==> src/rtl/i2c_seq_pkg.sv <==
package i2c_seq_pkg;

    typedef enum logic [1:0] {
        OP_START = 2'd0,
        OP_SEND  = 2'd1,
        OP_RECV  = 2'd2,
        OP_STOP  = 2'd3
    } bus_op_e;

    typedef enum logic [1:0] {
        LK_IDLE   = 2'd0,
        LK_WAIT   = 2'd1,
        LK_SETTLE = 2'd2
    } link_st_e;

    localparam logic [15:0] CTL_WMASK = 16'hCF07;

    typedef struct packed {
        logic       en;
        logic       be;
        logic [1:0] rsvd_hi;
        logic       aux;
        logic       mst;
        logic       trx;
        logic       xa;
        logic [4:0] rsvd_lo;
        logic       rm;
        logic       stp;
        logic       stt;
    } ctl_t;

    function automatic ctl_t ctl_from_word(input logic [15:0] w);
        return ctl_t'(w & CTL_WMASK);
    endfunction

    function automatic logic op_is_data(input bus_op_e op);
        return (op == OP_SEND) || (op == OP_RECV);
    endfunction

endpackage

==> src/rtl/i2c_seq_pick.sv <==
module i2c_seq_pick
    import i2c_seq_pkg::*;
#(
    parameter int CNT_W      = 16,
    parameter int FIFO_DEPTH = 4,
    parameter int LVL_W      = $clog2(FIFO_DEPTH + 1)
) (
    input  logic             en,
    input  logic             mst,
    input  logic             xa,
    input  logic             stt,
    input  logic             stp,
    input  logic             rm,
    input  logic             trx,
    input  logic             hold,
    input  logic             halt,
    input  logic [CNT_W-1:0] remain,
    input  logic [LVL_W-1:0] tx_level,
    input  logic [LVL_W-1:0] rx_level,
    output logic             go,
    output bus_op_e          op,
    output logic             ardy
);
    localparam logic [LVL_W-1:0] FULL_LVL = LVL_W'(FIFO_DEPTH);

    logic active;
    logic tx_ok;
    logic rx_ok;

    assign active = en && mst && hold;
    assign tx_ok  = trx && (tx_level != '0) && !halt;
    assign rx_ok  = !trx && (rx_level < FULL_LVL) && !halt;

    always_comb begin
        go   = 1'b0;
        op   = OP_START;
        ardy = 1'b0;
        if (en && mst && !xa && stt) begin
            go = 1'b1;
            op = OP_START;
        end else if (active) begin
            if (rm || halt) begin
                if (stp) begin
                    go = 1'b1;
                    op = OP_STOP;
                end else if (tx_ok) begin
                    go = 1'b1;
                    op = OP_SEND;
                end else if (rx_ok) begin
                    go = 1'b1;
                    op = OP_RECV;
                end
            end else if (remain != '0) begin
                if (tx_ok) begin
                    go = 1'b1;
                    op = OP_SEND;
                end else if (rx_ok) begin
                    go = 1'b1;
                    op = OP_RECV;
                end
            end else if (stp) begin
                go = 1'b1;
                op = OP_STOP;
            end else begin
                ardy = 1'b1;
            end
        end
    end
endmodule

==> src/rtl/i2c_seq_link.sv <==
module i2c_seq_link
    import i2c_seq_pkg::*;
(
    input  logic    clk,
    input  logic    rst,
    input  logic    go,
    input  bus_op_e op_in,
    input  logic    eng_ack,
    output logic    idle,
    output logic    eng_req,
    output bus_op_e op_q,
    output logic    done
);
    link_st_e st;

    assign idle = (st == LK_IDLE);
    assign done = (st == LK_WAIT) && eng_ack;

    always_ff @(posedge clk) begin
        if (rst) begin
            st      <= LK_IDLE;
            eng_req <= 1'b0;
            op_q    <= OP_START;
        end else begin
            case (st)
                LK_IDLE: begin
                    if (go) begin
                        eng_req <= 1'b1;
                        op_q    <= op_in;
                        st      <= LK_WAIT;
                    end
                end
                LK_WAIT: begin
                    if (eng_ack) begin
                        eng_req <= 1'b0;
                        st      <= LK_SETTLE;
                    end
                end
                default: st <= LK_IDLE;
            endcase
        end
    end

    // request and operation stay put until the engine answers
    a_r13_req_hold: assert property (@(posedge clk) disable iff (rst)
        (eng_req && !eng_ack) |=> (eng_req && $stable(op_q)));

    // a new request never follows a completion directly
    a_r13_settle_gap: assert property (@(posedge clk) disable iff (rst)
        done |=> !eng_req);
endmodule

==> src/rtl/i2c_byte_seq.sv <==
module i2c_byte_seq
    import i2c_seq_pkg::*;
#(
    parameter int CNT_W      = 16,
    parameter int ADDR_W     = 7,
    parameter int FIFO_DEPTH = 4,
    localparam int LVL_W     = $clog2(FIFO_DEPTH + 1)
) (
    input  logic              clk,
    input  logic              rst,
    input  logic              ctl_wr,
    input  logic [15:0]       ctl_wdata,
    input  logic              cnt_wr,
    input  logic [CNT_W-1:0]  cnt_wdata,
    input  logic              addr_wr,
    input  logic [ADDR_W-1:0] addr_wdata,
    input  logic [LVL_W-1:0]  tx_level,
    input  logic [LVL_W-1:0]  rx_level,
    output logic [15:0]       ctl_q,
    output logic [CNT_W-1:0]  remain_q,
    output logic              bus_held,
    output logic              eng_req,
    output logic [1:0]        eng_op,
    output logic [ADDR_W-1:0] eng_addr,
    output logic              eng_rd,
    input  logic              eng_ack,
    input  logic              eng_nack,
    output logic              tx_pop,
    output logic              rx_push,
    output logic              ev_ardy,
    output logic              ev_nack,
    output logic              ev_xrdy,
    output logic              ev_rrdy
);
    ctl_t             ctl_r;
    ctl_t             wr_ctl;
    logic [CNT_W-1:0] cnt_r;
    logic [ADDR_W-1:0] addr_r;
    logic             hold_r;
    logic             halt_r;
    logic             pick_go;
    logic             pick_ardy;
    bus_op_e          pick_op;
    logic             lk_idle;
    logic             lk_done;
    bus_op_e          lk_op;

    assign wr_ctl   = ctl_from_word(ctl_wdata);
    assign ctl_q    = ctl_r;
    assign bus_held = hold_r;
    assign eng_op   = lk_op;
    assign eng_addr = addr_r;
    assign eng_rd   = !ctl_r.trx;

    i2c_seq_pick #(
        .CNT_W      (CNT_W),
        .FIFO_DEPTH (FIFO_DEPTH),
        .LVL_W      (LVL_W)
    ) u_pick (
        .en       (ctl_r.en),
        .mst      (ctl_r.mst),
        .xa       (ctl_r.xa),
        .stt      (ctl_r.stt),
        .stp      (ctl_r.stp),
        .rm       (ctl_r.rm),
        .trx      (ctl_r.trx),
        .hold     (hold_r),
        .halt     (halt_r),
        .remain   (remain_q),
        .tx_level (tx_level),
        .rx_level (rx_level),
        .go       (pick_go),
        .op       (pick_op),
        .ardy     (pick_ardy)
    );

    i2c_seq_link u_link (
        .clk     (clk),
        .rst     (rst),
        .go      (pick_go),
        .op_in   (pick_op),
        .eng_ack (eng_ack),
        .idle    (lk_idle),
        .eng_req (eng_req),
        .op_q    (lk_op),
        .done    (lk_done)
    );

    always_ff @(posedge clk) begin
        if (rst) begin
            ctl_r    <= '0;
            cnt_r    <= '0;
            remain_q <= '0;
            addr_r   <= '0;
            hold_r   <= 1'b0;
            halt_r   <= 1'b0;
            tx_pop   <= 1'b0;
            rx_push  <= 1'b0;
            ev_ardy  <= 1'b0;
            ev_nack  <= 1'b0;
            ev_xrdy  <= 1'b0;
            ev_rrdy  <= 1'b0;
        end else begin
            tx_pop  <= 1'b0;
            rx_push <= 1'b0;
            ev_ardy <= 1'b0;
            ev_nack <= 1'b0;
            ev_xrdy <= 1'b0;
            ev_rrdy <= 1'b0;
            if (cnt_wr)  cnt_r  <= cnt_wdata;
            if (addr_wr) addr_r <= addr_wdata;
            if (ctl_wr && !wr_ctl.en) begin
                ctl_r    <= '0;
                cnt_r    <= '0;
                remain_q <= '0;
                addr_r   <= '0;
                hold_r   <= 1'b0;
                halt_r   <= 1'b0;
            end else begin
                if (lk_done) begin
                    case (lk_op)
                        OP_START: begin
                            ctl_r.stt <= 1'b0;
                            if (eng_nack) begin
                                ev_nack   <= 1'b1;
                                ctl_r.stp <= 1'b0;
                                hold_r    <= 1'b0;
                            end else begin
                                hold_r   <= 1'b1;
                                halt_r   <= 1'b0;
                                remain_q <= cnt_r;
                            end
                        end
                        OP_SEND: begin
                            tx_pop <= 1'b1;
                            if (!ctl_r.rm) remain_q <= remain_q - CNT_W'(1);
                            if (eng_nack) begin
                                ev_nack   <= 1'b1;
                                ctl_r.stp <= 1'b0;
                                halt_r    <= 1'b1;
                            end else begin
                                ev_xrdy <= 1'b1;
                            end
                        end
                        OP_RECV: begin
                            rx_push <= 1'b1;
                            ev_rrdy <= 1'b1;
                            if (!ctl_r.rm) remain_q <= remain_q - CNT_W'(1);
                        end
                        default: begin
                            ctl_r.stp <= 1'b0;
                            hold_r    <= 1'b0;
                            remain_q  <= cnt_r;
                        end
                    endcase
                end else if (lk_idle && pick_ardy) begin
                    ev_ardy   <= 1'b1;
                    ctl_r.mst <= 1'b0;
                end
                if (ctl_wr) ctl_r <= wr_ctl;
            end
        end
    end

    // a NACK pulse leaves no stop request behind
    a_r6_nack_drops_stop: assert property (@(posedge clk) disable iff (rst)
        (ev_nack && !$past(ctl_wr)) |-> !ctl_r.stp);

    // access-ready comes with master released
    a_r10_ardy_drops_master: assert property (@(posedge clk) disable iff (rst)
        (ev_ardy && !$past(ctl_wr)) |-> !ctl_r.mst);

    // count mode never launches a data byte from a zero count
    a_r7_no_data_at_zero: assert property (@(posedge clk) disable iff (rst)
        ($rose(eng_req) && op_is_data(lk_op) && !$past(ctl_r.rm) && !$past(halt_r))
            |-> ($past(remain_q) != '0));

    // after a data NACK only start or stop reach the engine
    a_r12_halt_blocks_data: assert property (@(posedge clk) disable iff (rst)
        ($rose(eng_req) && $past(halt_r)) |-> !op_is_data(lk_op));

    // a pop only follows a send
    a_r7_pop_after_send: assert property (@(posedge clk) disable iff (rst)
        tx_pop |-> ($past(lk_op) == OP_SEND));
endmodule

==> config.mk <==
export PLATFORM = sky130hd
export DESIGN_NAME = i2c_byte_seq
export DESIGN_NICKNAME = d
export VERILOG_FILES = /design/src/rtl/i2c_seq_pkg.sv /design/src/rtl/i2c_seq_pick.sv /design/src/rtl/i2c_seq_link.sv /design/src/rtl/i2c_byte_seq.sv
export SDC_FILE = /design/constraint.sdc
export NUM_CORES = 1
export LEC_CHECK = 0
export BUFFER_PORTS_ARGS = -buffer_cell sky130_fd_sc_hd__buf_2
export CAP_MARGIN = 20
export CORE_MARGIN = 3
export CORE_UTILIZATION = 46
export DETAILED_ROUTE_END_ITERATION = 10
export HOLD_SLACK_MARGIN = 0.08
export PLACE_DENSITY = 0.89
export SETUP_SLACK_MARGIN = 0.05
export SYNTH_ARGS = -nofsm -noshare
export SYNTH_HDL_FRONTEND = slang
export SYNTH_HIERARCHICAL = 1
export SYNTH_SLANG_ARGS = --single-unit
==> constraint.sdc <==
create_clock -name clk -period 2.15 [get_ports clk]
set_input_delay 0.43 -clock clk [delete_from_list [all_inputs] [get_ports clk]]
set_output_delay 0.43 -clock clk [all_outputs]
set_load 0.01 [all_outputs]
== After elaboration in Yosys (flattened, before gate mapping) ==
Cells that the tools add are included.

* Flip-flop bits (word level): 60
* Input port bits: 52
* Output and inout bits: 50

* Add/subtract/negate cells: 1
* Magnitude comparators: 1
* Equal/unequal tests: 11
* Muxes and demuxes: 46
* Bitwise logic cells: 4
* Reductions and logical operators: 41

{| class="wikitable"
|+ Operator list
! kind !! count
|-
| $mux W16 || 2
|-
| $pmux W16 S2 || 1
|-
| $mux W1 || 26
|-
| $mux W2 || 11
|-
| $reduce_bool A16 Y1 || 1
|-
| $sub A16 B1 Y16 const B || 1
|-
| $ne A2 B2 Y1 const B || 7
|-
| $logic_and A1 B1 Y1 || 11
|-
| $mux W11 || 1
|-
| $reduce_and A2 Y1 || 5
|-
| $reduce_bool A2 Y1 || 5
|-
| $reduce_and A3 Y1 || 3
|-
| $pmux W1 S2 || 4
|-
| $reduce_or A4 Y1 || 2
|-
| $reduce_or A2 Y1 || 3
|-
| $reduce_or A3 Y1 || 2
|-
| $eq A2 B1 Y1 const B || 2
|-
| $logic_not A1 Y1 || 4
|-
| $logic_not A2 Y1 || 2
|-
| $not A1 Y1 || 4
|-
| $pmux W2 S2 || 1
|-
| $reduce_and A4 Y1 || 1
|-
| $lt A3 B3 Y1 const B || 1
|-
| $ne A3 B1 Y1 const B || 1
|-
| other kinds (3) || 3
|}

== Depth between registers and ports, before layout ==
Gate-level depths: netlist of the first run.

* Depth after elaboration: 11
* Mapped depth: 8

== By module ==
The synthesis of the first run kept the hierarchy.

{| class="wikitable"
|+ By module, submodules not included
! module !! times used !! cells an instance !! area an instance (µm²) !! sequential area each (µm²)
|-
| i2c_byte_seq || 1 || 288 || 2642.5 || 1101.1
|-
| i2c_seq_link || 1 || 21 || 206.4 || 100.1
|-
| i2c_seq_pick || 1 || 30 || 197.7 || 0.0
|}

== Worst setup path before layout of the first run ==
Ideal clock, no wire load.

* Path type: register to register
* From: register remain_q[11]
* To: register u_link.op_q[0]
* Setup time: 0.114 ns
* Arrival: 1.958 ns
* Data required time: 2.036 ns
* Slack: 0.078 ns
* Stages on the path, launching flop included: 8
* Buffers on the path: 0
* Period minus slack after synthesis: 2.072 ns
* Path through: dfxtp_1 nor4_1 nand4_1 mux2_1 nor3_1 nor3b_2 mux2i_1 nor2_1

* Longest elaborated chain between the ends: 6
* Elaborated cells on any way between the ends: 10
* Classes of those cells: 8 x mux; 2 x reduce/logical

{| class="wikitable"
|+ Ends and longest elaborated chain
! item !! RTL line !! RTL
|-
| start: declaration || i2c_byte_seq.sv:20 || <nowiki>output logic [CNT_W-1:0] remain_q,</nowiki>
|-
| start signal: assignment || i2c_byte_seq.sv:131 || <nowiki>remain_q <= cnt_r;</nowiki>
|-
| start signal: assignment || i2c_byte_seq.sv:136 || <nowiki>if (!ctl_r.rm) remain_q <= remain_q - CNT_W'(1);</nowiki>
|-
| start signal: assignment || i2c_byte_seq.sv:148 || <nowiki>if (!ctl_r.rm) remain_q <= remain_q - CNT_W'(1);</nowiki>
|-
| $reduce_bool A16 Y1 || i2c_seq_pick.sv:53 || <nowiki>end else if (remain != '0) begin</nowiki>
|-
| $mux W1 || i2c_seq_pick.sv:53 ||
|-
| $mux W1 || i2c_seq_pick.sv:42 || <nowiki>if (rm || halt) begin</nowiki>
|-
| $mux W1 || i2c_seq_pick.sv:41 || <nowiki>end else if (active) begin</nowiki>
|-
| $mux W1 || i2c_seq_pick.sv:38 || <nowiki>if (en && mst && !xa && stt) begin</nowiki>
|-
| via pick_go || i2c_byte_seq.sv:41 || <nowiki>logic pick_go;</nowiki>
|-
| $reduce_and A2 Y1 (no source line) || n/a ||
|-
| end signal: assignment || i2c_seq_link.sv:29 || <nowiki>op_q <= op_in;</nowiki>
|-
| end: declaration || i2c_seq_link.sv:11 || <nowiki>output bus_op_e op_q,</nowiki>
|}

The timed path passes the listed nets, and every way through them passes these cells.
A chain may end at the register's enable or synchronous reset.

== Final worst setup path of the first run ==
* From: register remain_q[12]
* To: register u_link.op_q[0]

The elaborated chain is that of the path after synthesis.

==> results of run 1 <==
## power groups by stage
stage / sequential [mW] / combinational, mW / clock (mW)
floorplan: 1.19 / 0.119 / 0
global placement: 1.19 / 0.184 / 0
detailed placement: 1.19 / 0.192 / 0
CTS: 1.16 / 0.197 / 1.20
global route: 1.16 / 0.219 / 1.26
finish: 1.16 / 0.197 / 1.18
## layout by cell type, fill, tap and decap left out, types with 2 or more instances in the layout
cell and count:
buf_2 85, dfxtp_1 58, nor2_1 43, mux2i_1 38, buf_4 28, a21oi_1 21, o21ai_0 16, nand2_1 15
inv_1 13, clkbuf_8 12, nor2b_1 10, nor3_1 10, o22ai_1 8, nor4_1 8, nor3b_1 7, conb_1 7
nor4_4 5, nand3b_1 4, o211ai_1 4, and3_1 4, a31oi_1 4, or2_2 3, or4_1 3, nand3_1 3
nand2b_1 3, ha_1 3, or4b_4 2, bufinv_16 2, clkinv_2 2, a311oi_1 2
## layer usage
| layer | up-vias | GRT usage [%] | wire length, µm |
|---|---|---|---|
| li1 | 1416 | - | - |
| met5 | - | 0 | 0 |
| met1 | 1378 | 26.19 | 3460 |
| met4 | 0 | 10.74 | 162 |
| met2 | 92 | 34.45 | 3869 |
| met3 | 14 | 3.311 | 408 |
## logic make-up after synthesis
group | after synthesis
mux | 39
buf+inv | 38
compound gates | 65
flops | 60
fa+ha+maj | 4
simple gates | 132
other cells | 1
## what timing repair did
action / CTS / global route
hold buffers: 0 / 0
buffers inserted: 1 / 0
pin swaps: 1 / 0
endpoints found under the setup margin: 4 / 5
gates resized for setup: 7 / 4
gates cloned: 0 / 0
## worst max path at each step
stage                       from              to  slack [ns]  cells after the start
floorplan           remain_q[11]  u_link/op_q[0]        0.08                      7
global placement    remain_q[12]  u_link/op_q[1]       -0.02                      8
detailed placement  remain_q[12]  u_link/op_q[0]       -0.14                      8
CTS                 remain_q[12]  u_link/op_q[0]        0.04                      8
global route            ctl_q[9]  u_link/eng_req       -0.04                      8
finish              remain_q[12]  u_link/op_q[0]        0.04                      8
## cell usage after synthesis, drive strengths merged (3+ instances only)
cell type / count / area (µm²)
inv: 13 / 48.80
dfxtp: 60 / 1201
o211ai: 4 / 30.03
nor3b: 8 / 65.06
a31oi: 4 / 25.02
ha: 4 / 50.05
nor4: 14 / 162.6
nand3: 3 / 15.01
or4: 3 / 22.52
o22ai: 8 / 50.05
nand3b: 4 / 30.03
a21oi: 21 / 105.1
nor2b: 10 / 62.56
nor3: 11 / 55.05
or4b: 3 / 33.78
o21ai: 16 / 80.08
nand2: 15 / 56.30
nand2b: 3 / 18.77
clkbuf: 8 / 40.04
buf: 16 / 113.9
and3: 4 / 25.02
or2: 3 / 18.77
nor2: 44 / 167.7
a311oi: 3 / 26.28
mux2i: 38 / 380.4
## final cells by class
cell class / instances / area, µm²
Multi-Input combinational cell: 247 / 1695
Tap cell: 77 / 96.34
Clock inverter: 4 / 70.07
Sequential cell: 60 / 1206
Timing Repair Buffer: 113 / 635.6
Clock buffer: 12 / 165.2
Inverter: 13 / 48.80
Fill cell: 554 / 2469
## flip-flops by register name, summed over array words and instances, names as in the netlist
register        count
ev_xrdy             1
ev_rrdy             1
ev_nack             1
ctl_q               9
halt_r              1
bus_held            1
remain_q           16
u_link/st           2
eng_addr            7
u_link/eng_req      1
ev_ardy             1
u_link/op_q         2
cnt_r              16
tx_pop              1
## worst max-delay path: stages (launching register included)
cell,delay [ns]
dfxtp_2,0.32
nor4_2,0.27
buf_4,0.15
nand4_1,0.16
mux2_4,0.37
nor3_4,0.13
nor3b_4,0.26
mux2i_1,0.25
nor2_1,0.08
## per-stage QoR
stage | setup TNS [ns] | setup slack, ns | utilization (%) | cells | hold WS (ns)
after floorplan | 0 | 0.07802 | - | 345 | 0.4517
after global placement | -0.03861 | -0.01936 | 56.84 | 509 | 0.4689
after detailed placement | -0.2493 | -0.1405 | 56.84 | 509 | 0.4809
after CTS | 0 | 0.03732 | 61.15 | 526 | 0.3307
after global routing | -0.08217 | -0.04363 | 61.34 | 526 | 0.3443
final | 0 | 0.03997 | 61.34 | 526 | 0.3372
==> reports/qor.txt, run 1 <==
Outcome: completed
Clock Skews: 0.007578 ns
Routed via count: 2900
Fin nets: 500
Post-Synth XOR/XNOR Area: 0%
WHS Endpoint: cnt_r[14]
Final Hold Vio Count: 0
Unique cell type count in the Yosys netlist: 53
Initial core utilization: 47.71%
Worst r2r src: remain_q[12]
Worst reg2reg endpoint: u_link/op_q[0]
P_leak: 1.839 nW
# rows: 29
Sequential-to-total area share from yosys stat: 39.43%
IO Pins: 102
Compound-Gate Fraction of Synth Area: 13.02%
GR Util All Layers: 20.91%
Min-Delay Path Depth: 3
Mapped Area: 3047 µm²
Largest family of logic cells by synthesized area: simple AND/OR/NAND/NOR gates
Drc violations: 0
CP required: 2.36 ns
Vias per cell: 5.513
Yosys reg bits: 60
Post-DP HPWL: 5681 µm
Depth of the CTS H-tree: 3
Adder-Cell Fraction of Synth Area: 1.643%
R2R cell count: 8
Die area: 7636 µm²
Maxcap violations: 0
RSZ-0062 raised after global routing: true
Wire length per cell: 15.02 µm
Sequential power share: 45.7%
CP Max Fanout: 2
Worst Path Arrival: 2.32 ns
Area growth from synthesis to final layout: 28.58%
Hold Path Class: primary input to register
Critical path type: register to register
Die width: 87.39 µm
Vias in the first global route: 2823
Global-route wire length before repair: 12700 µm
F_max: 473.9 MHz
CTS sink count: 60
Final Total Pwr: 2.543 mW
Ys flop type: dfxtp_1
Fraction of final layout cells sized beyond drive strength 1: 34.08%
Finished Cell Area: 3918 µm²
Core Area: 6386 µm²
Clk pin slew, worst setup/hold paths: 0.07 ns
Gate power share: 7.8%
Crit end category: register
EDFF count, synth: 0
P_int: 1.977 mW
Die Y-Extent: 87.39 µm
Slew headroom: 56.80%
Fin crit share: 98.14%
Port Buf Inserts: 85
Post-Syn Instances: 339
Synth async-reset ratio: 0%
Endpoints failing setup: 0
VDD IR max: 0.3678 mV
R2R setup slack: 0.04 ns
Drt total wl: 7900 µm
Worst Tran Pin Value: 0.6422 ns
Hold path startpoint: cnt_wdata[14]
Period minus WS final: 2.110 ns
Inserted Clock Buffers: 9
Power Dens Cells: 649.3 nW/µm²
Mux cell area share after synthesis: 12.85%
Max-slew violation count: 0
Starting DRT DRC Count: 213
Clock Tree Buf Depth: 2
Syn. warnings: 6
Switching power: 0.5661 mW
Placed Area: 3630 µm²
Root buf cell: clkbuf_8
CTS tree: yes
Largest net degree at the start of global routing: 36
Simple-gate share of the synthesized area: 25.95%
Total gr overflow: 0
Clk_lat worst skew: 0.33 ns
Clk network pwr share: 46.6%
Switching Share: 22.26%
Antenna violations before repair: 0
GP Congestion: 0.8984
Antenna diodes: 0
Syn avg cell area: 8.987 µm²
Critical path launch point type: register
DRT antenna net count: 0
Drt first pass iters: 4
Power figures use the tool's default switching activity.
==> run 2: changes to the inputs <==
--- a/config.mk
+++ b/config.mk
@@ -5,13 +5,15 @@
 export SDC_FILE = /design/constraint.sdc
 export NUM_CORES = 1
 export LEC_CHECK = 0
+export ABC_AREA = 1
 export BUFFER_PORTS_ARGS = -buffer_cell sky130_fd_sc_hd__buf_2
 export CAP_MARGIN = 20
 export CORE_MARGIN = 3
-export CORE_UTILIZATION = 46
+export CORE_UTILIZATION = 45
 export DETAILED_ROUTE_END_ITERATION = 10
 export HOLD_SLACK_MARGIN = 0.08
-export PLACE_DENSITY = 0.89
+export PLACE_DENSITY = 0.88
+export RECOVER_POWER = 50
 export SETUP_SLACK_MARGIN = 0.05
 export SYNTH_ARGS = -nofsm -noshare
 export SYNTH_HDL_FRONTEND = slang
==> run 2 against run 1 <==
  * Clock skew fell by 0.0013 ns
  * Sequential power barely moved
  * Synthesized cell count rose by 31%
  * Hold slack got worse by 0.024 ns
  * Die area fell by 0.71%
==> reports/qor.txt, run 2 <==
R2R setup slack: 0.48 ns (+0.44 ns)
Unique cell type count in the Yosys netlist: 31 (-42%)
EDFF count, synth: 0 (unchanged)
Antenna violations before repair: 0 (unchanged)
Clock Skews: 0.006302 ns (-0.001276 ns)
Post-DP HPWL: 5437 µm (-4.3%)
Setup bufs post-CTS: 0 (-1)
CTS Hold Buffers Added: 0 (unchanged)
CTS sink count: 60 (unchanged)
Max-slew violation count: 0 (unchanged)
Root buf cell: clkbuf_8
Top cells by area, synth: dfxtp_1, nand2_1, a21oi_1
Sum of negative setup slack: 0 ns (unchanged)
Routed via count: 3052 (+5.2%)
Fillers: 586 (+5.8%)
Antenna diodes: 0 (unchanged)
Endpoints failing setup: 0 (unchanged)
Core Area: 6131 µm² (-4.0%)
CTS tree: yes
Wire length per cell: 12.54 µm (-17%)
Critical Path Sink: remain_q[15]
CP startpoint: u_link/op_q[0]
Setup WS post-layout: 0.4797 ns (+0.4397 ns)
Drt first pass iters: 5 (+1)
Slew headroom: 50.61% (-6.2 points)
Clock Tree Buf Depth: 2 (unchanged)
Pre-CTS WS: 0.4847 ns (+0.6252 ns)
Most common cell after layout, fill and taps aside: nand2_1
# rows: 28 (-3.4%)
Global-route wire length before repair: 12610 µm (-0.70%)
Total gr overflow: 0 (unchanged)
Final Hold Vio Count: 0 (unchanged)
Fraction of final layout cells sized beyond drive strength 1: 15.69% (-18 points)
Fin nets: 582 (+16%)
Maxcap violations: 0 (unchanged)
CP required: 2.41 ns (+0.05 ns)
Post-cts gate resize count: 0 (-7)
Worst Path Arrival: 1.93 ns (-0.39 ns)
IO Pins: 102 (unchanged)
Post-synth top area share: 40.61% (+1.2 points)
CP Max Fanout: 17 (+15)
Mapped Area: 2958 µm² (-2.9%)
Power Dens Cells: 678.2 nW/µm² (+4.5%)
Worst r2r src: u_link/op_q[0]
RSZ-0062 raised after global routing: false
DRT antenna net count: 0 (unchanged)
Most frequent cells in the layout: nand2_1, dfxtp_1, nor2_1
Vias per cell: 5.053 (-8.3%)
Most frequent cell after synthesis: nand2_1
F_max: 598.7 MHz (+26%)
Area leader, netlist: dfxtp_1
Depth of the CTS H-tree: 3 (unchanged)
Period minus WS final: 1.670 ns (-0.4397 ns)
Clk pin slew, worst setup/hold paths: 0.07 ns (about the same)
Die width: 87.08 µm (-0.35%)
Yosys reg bits: 60 (unchanged)
Starting DRT DRC Count: 247 (+16%)
Outcome: completed
Drc violations: 0 (unchanged)
Ys flop type: dfxtp_1
Area growth from synthesis to final layout: 20.35%
List of most frequent post-synthesis cells: nand2_1, dfxtp_1, nor2_1
Hold Path Class: primary input to register
Initial core utilization: 48.24% (+0.54 points)
P_leak: 1.597 nW (-13%)
Drt total wl: 7574 µm (-4.1%)
Die area: 7582 µm² (-0.71%)
Worst Tran Pin Value: 0.7409 ns (+0.09877 ns)
Syn avg cell area: 6.662 µm² (-26%)
Critical path launch point type: register
Largest net degree at the start of global routing: 33 (-8.3%)
Synth async-reset ratio: 0% (unchanged)
GP Congestion: 0.8619 (-4.1%)
VDD IR max: 0.3822 mV (+3.9%)
Crit end category: register
Clk_lat worst skew: 0.33 ns (about the same)
Syn. warnings: 6 (unchanged)
Inserted Clock Buffers: 9 (unchanged)
Critical path type: register to register
GR Util All Layers: 20.84% (-0.072 points)
Post-Syn Instances: 444 (+31%)
Die Y-Extent: 87.08 µm (-0.35%)
Fin crit share: 77.69% (-20 points)
Worst reg2reg endpoint: remain_q[15]
Finished Cell Area: 3560 µm² (-9.1%)
Final Total Pwr: 2.414 mW (-5.1%)
Sequential-to-total area share from yosys stat: 40.61% (+1.2 points)
Port Buf Inserts: 85 (unchanged)
Placed Area: 3400 µm² (-6.3%)
Vias in the first global route: 2866 (+1.5%)
R2R cell count: 8 (unchanged)
[run 2: changes by cell type in the layout (fill, tap and decap cells not counted), moves of 8 or more]
cell / previous run / this run
nor2b_1: 10 / 0
clkbuf_1: 0 / 36
mux2i_1: 38 / 0
nor2_1: 43 / 59
buf_2: 85 / 52
buf_4: 28 / 3
inv_1: 13 / 32
a21oi_1: 21 / 54
nand2_1: 15 / 146
o22ai_1: 8 / 0
nand3_1: 3 / 19
[run 2: kinds of logic (layout without fill, tap and decap cells)]
logic type,Yosys count,count (layout),share of synthesized area [%]
other cells,1,7,0.1268
simple gates,245,245,34.48
fa+ha+maj,4,4,1.692
compound gates,75,75,13.71
buf+inv,58,137,9.095
xor+xnor,1,1,0.2962
flops,60,60,40.61
[run 2: cell type report]
| type | count | area, µm² | area share (%) |
|---|---|---|---|
| Multi-Input combinational cell | 332 | 1521 | 42.74 |
| Sequential cell | 60 | 1201 | 33.74 |
| Timing Repair Buffer | 89 | 410.4 | 11.53 |
| Clock buffer | 12 | 145.1 | 4.077 |
| Inverter | 34 | 127.6 | 3.585 |
| Tap cell | 75 | 93.84 | 2.636 |
| Clock inverter | 2 | 60.06 | 1.687 |
[run 2: stage by stage]
step	util, %	hold slack (ns)	instances
2_1_floorplan	-	0.4401	450
3_3_place_gp	55.45	0.4480	590
3_5_place_dp	55.45	0.4531	590
4_1_cts	58.80	0.3062	604
5_1_grt	58.06	0.3075	604
6_report	58.06	0.3132	604
[run 2: worst min-delay path by stage]
stage	start	to	cells past startpoint
after floorplan	cnt_r[10]	cnt_r[10]	2
after global placement	eng_addr[2]	eng_addr[2]	2
after detailed placement	cnt_r[14]	cnt_r[14]	2
after CTS	eng_nack	ev_xrdy	2
after global routing	eng_nack	ev_xrdy	2
final	eng_nack	ev_xrdy	2
[run 2: routing by layer]
layer	routed length, µm	global-route usage (%)	vias to the layer above
li1	-	-	1561
met1	3177	26.35	1350
met2	3619	33.26	126
met3	642	5.960	15
met4	135	8.499	0
met5	0	0	-
[run 2: worst max-delay path: stages (launching register included)]
cell and delay (ns):
dfxtp_1 0.38, inv_1 0.08, ha_1 0.35, nand2_1 0.11
nand3_2 0.09, buf_4 0.21, nor2_1 0.18, nand2_1 0.08
a21oi_1 0.11
[run 2: report_power, final]
part | total, mW | switching, mW | internal [mW]
registers | 1.16 | 0.0175 | 1.14
clock network | 1.08 | 0.410 | 0.673
logic | 0.173 | 0.106 | 0.0673
total | 2.41 | 0.533 | 1.88
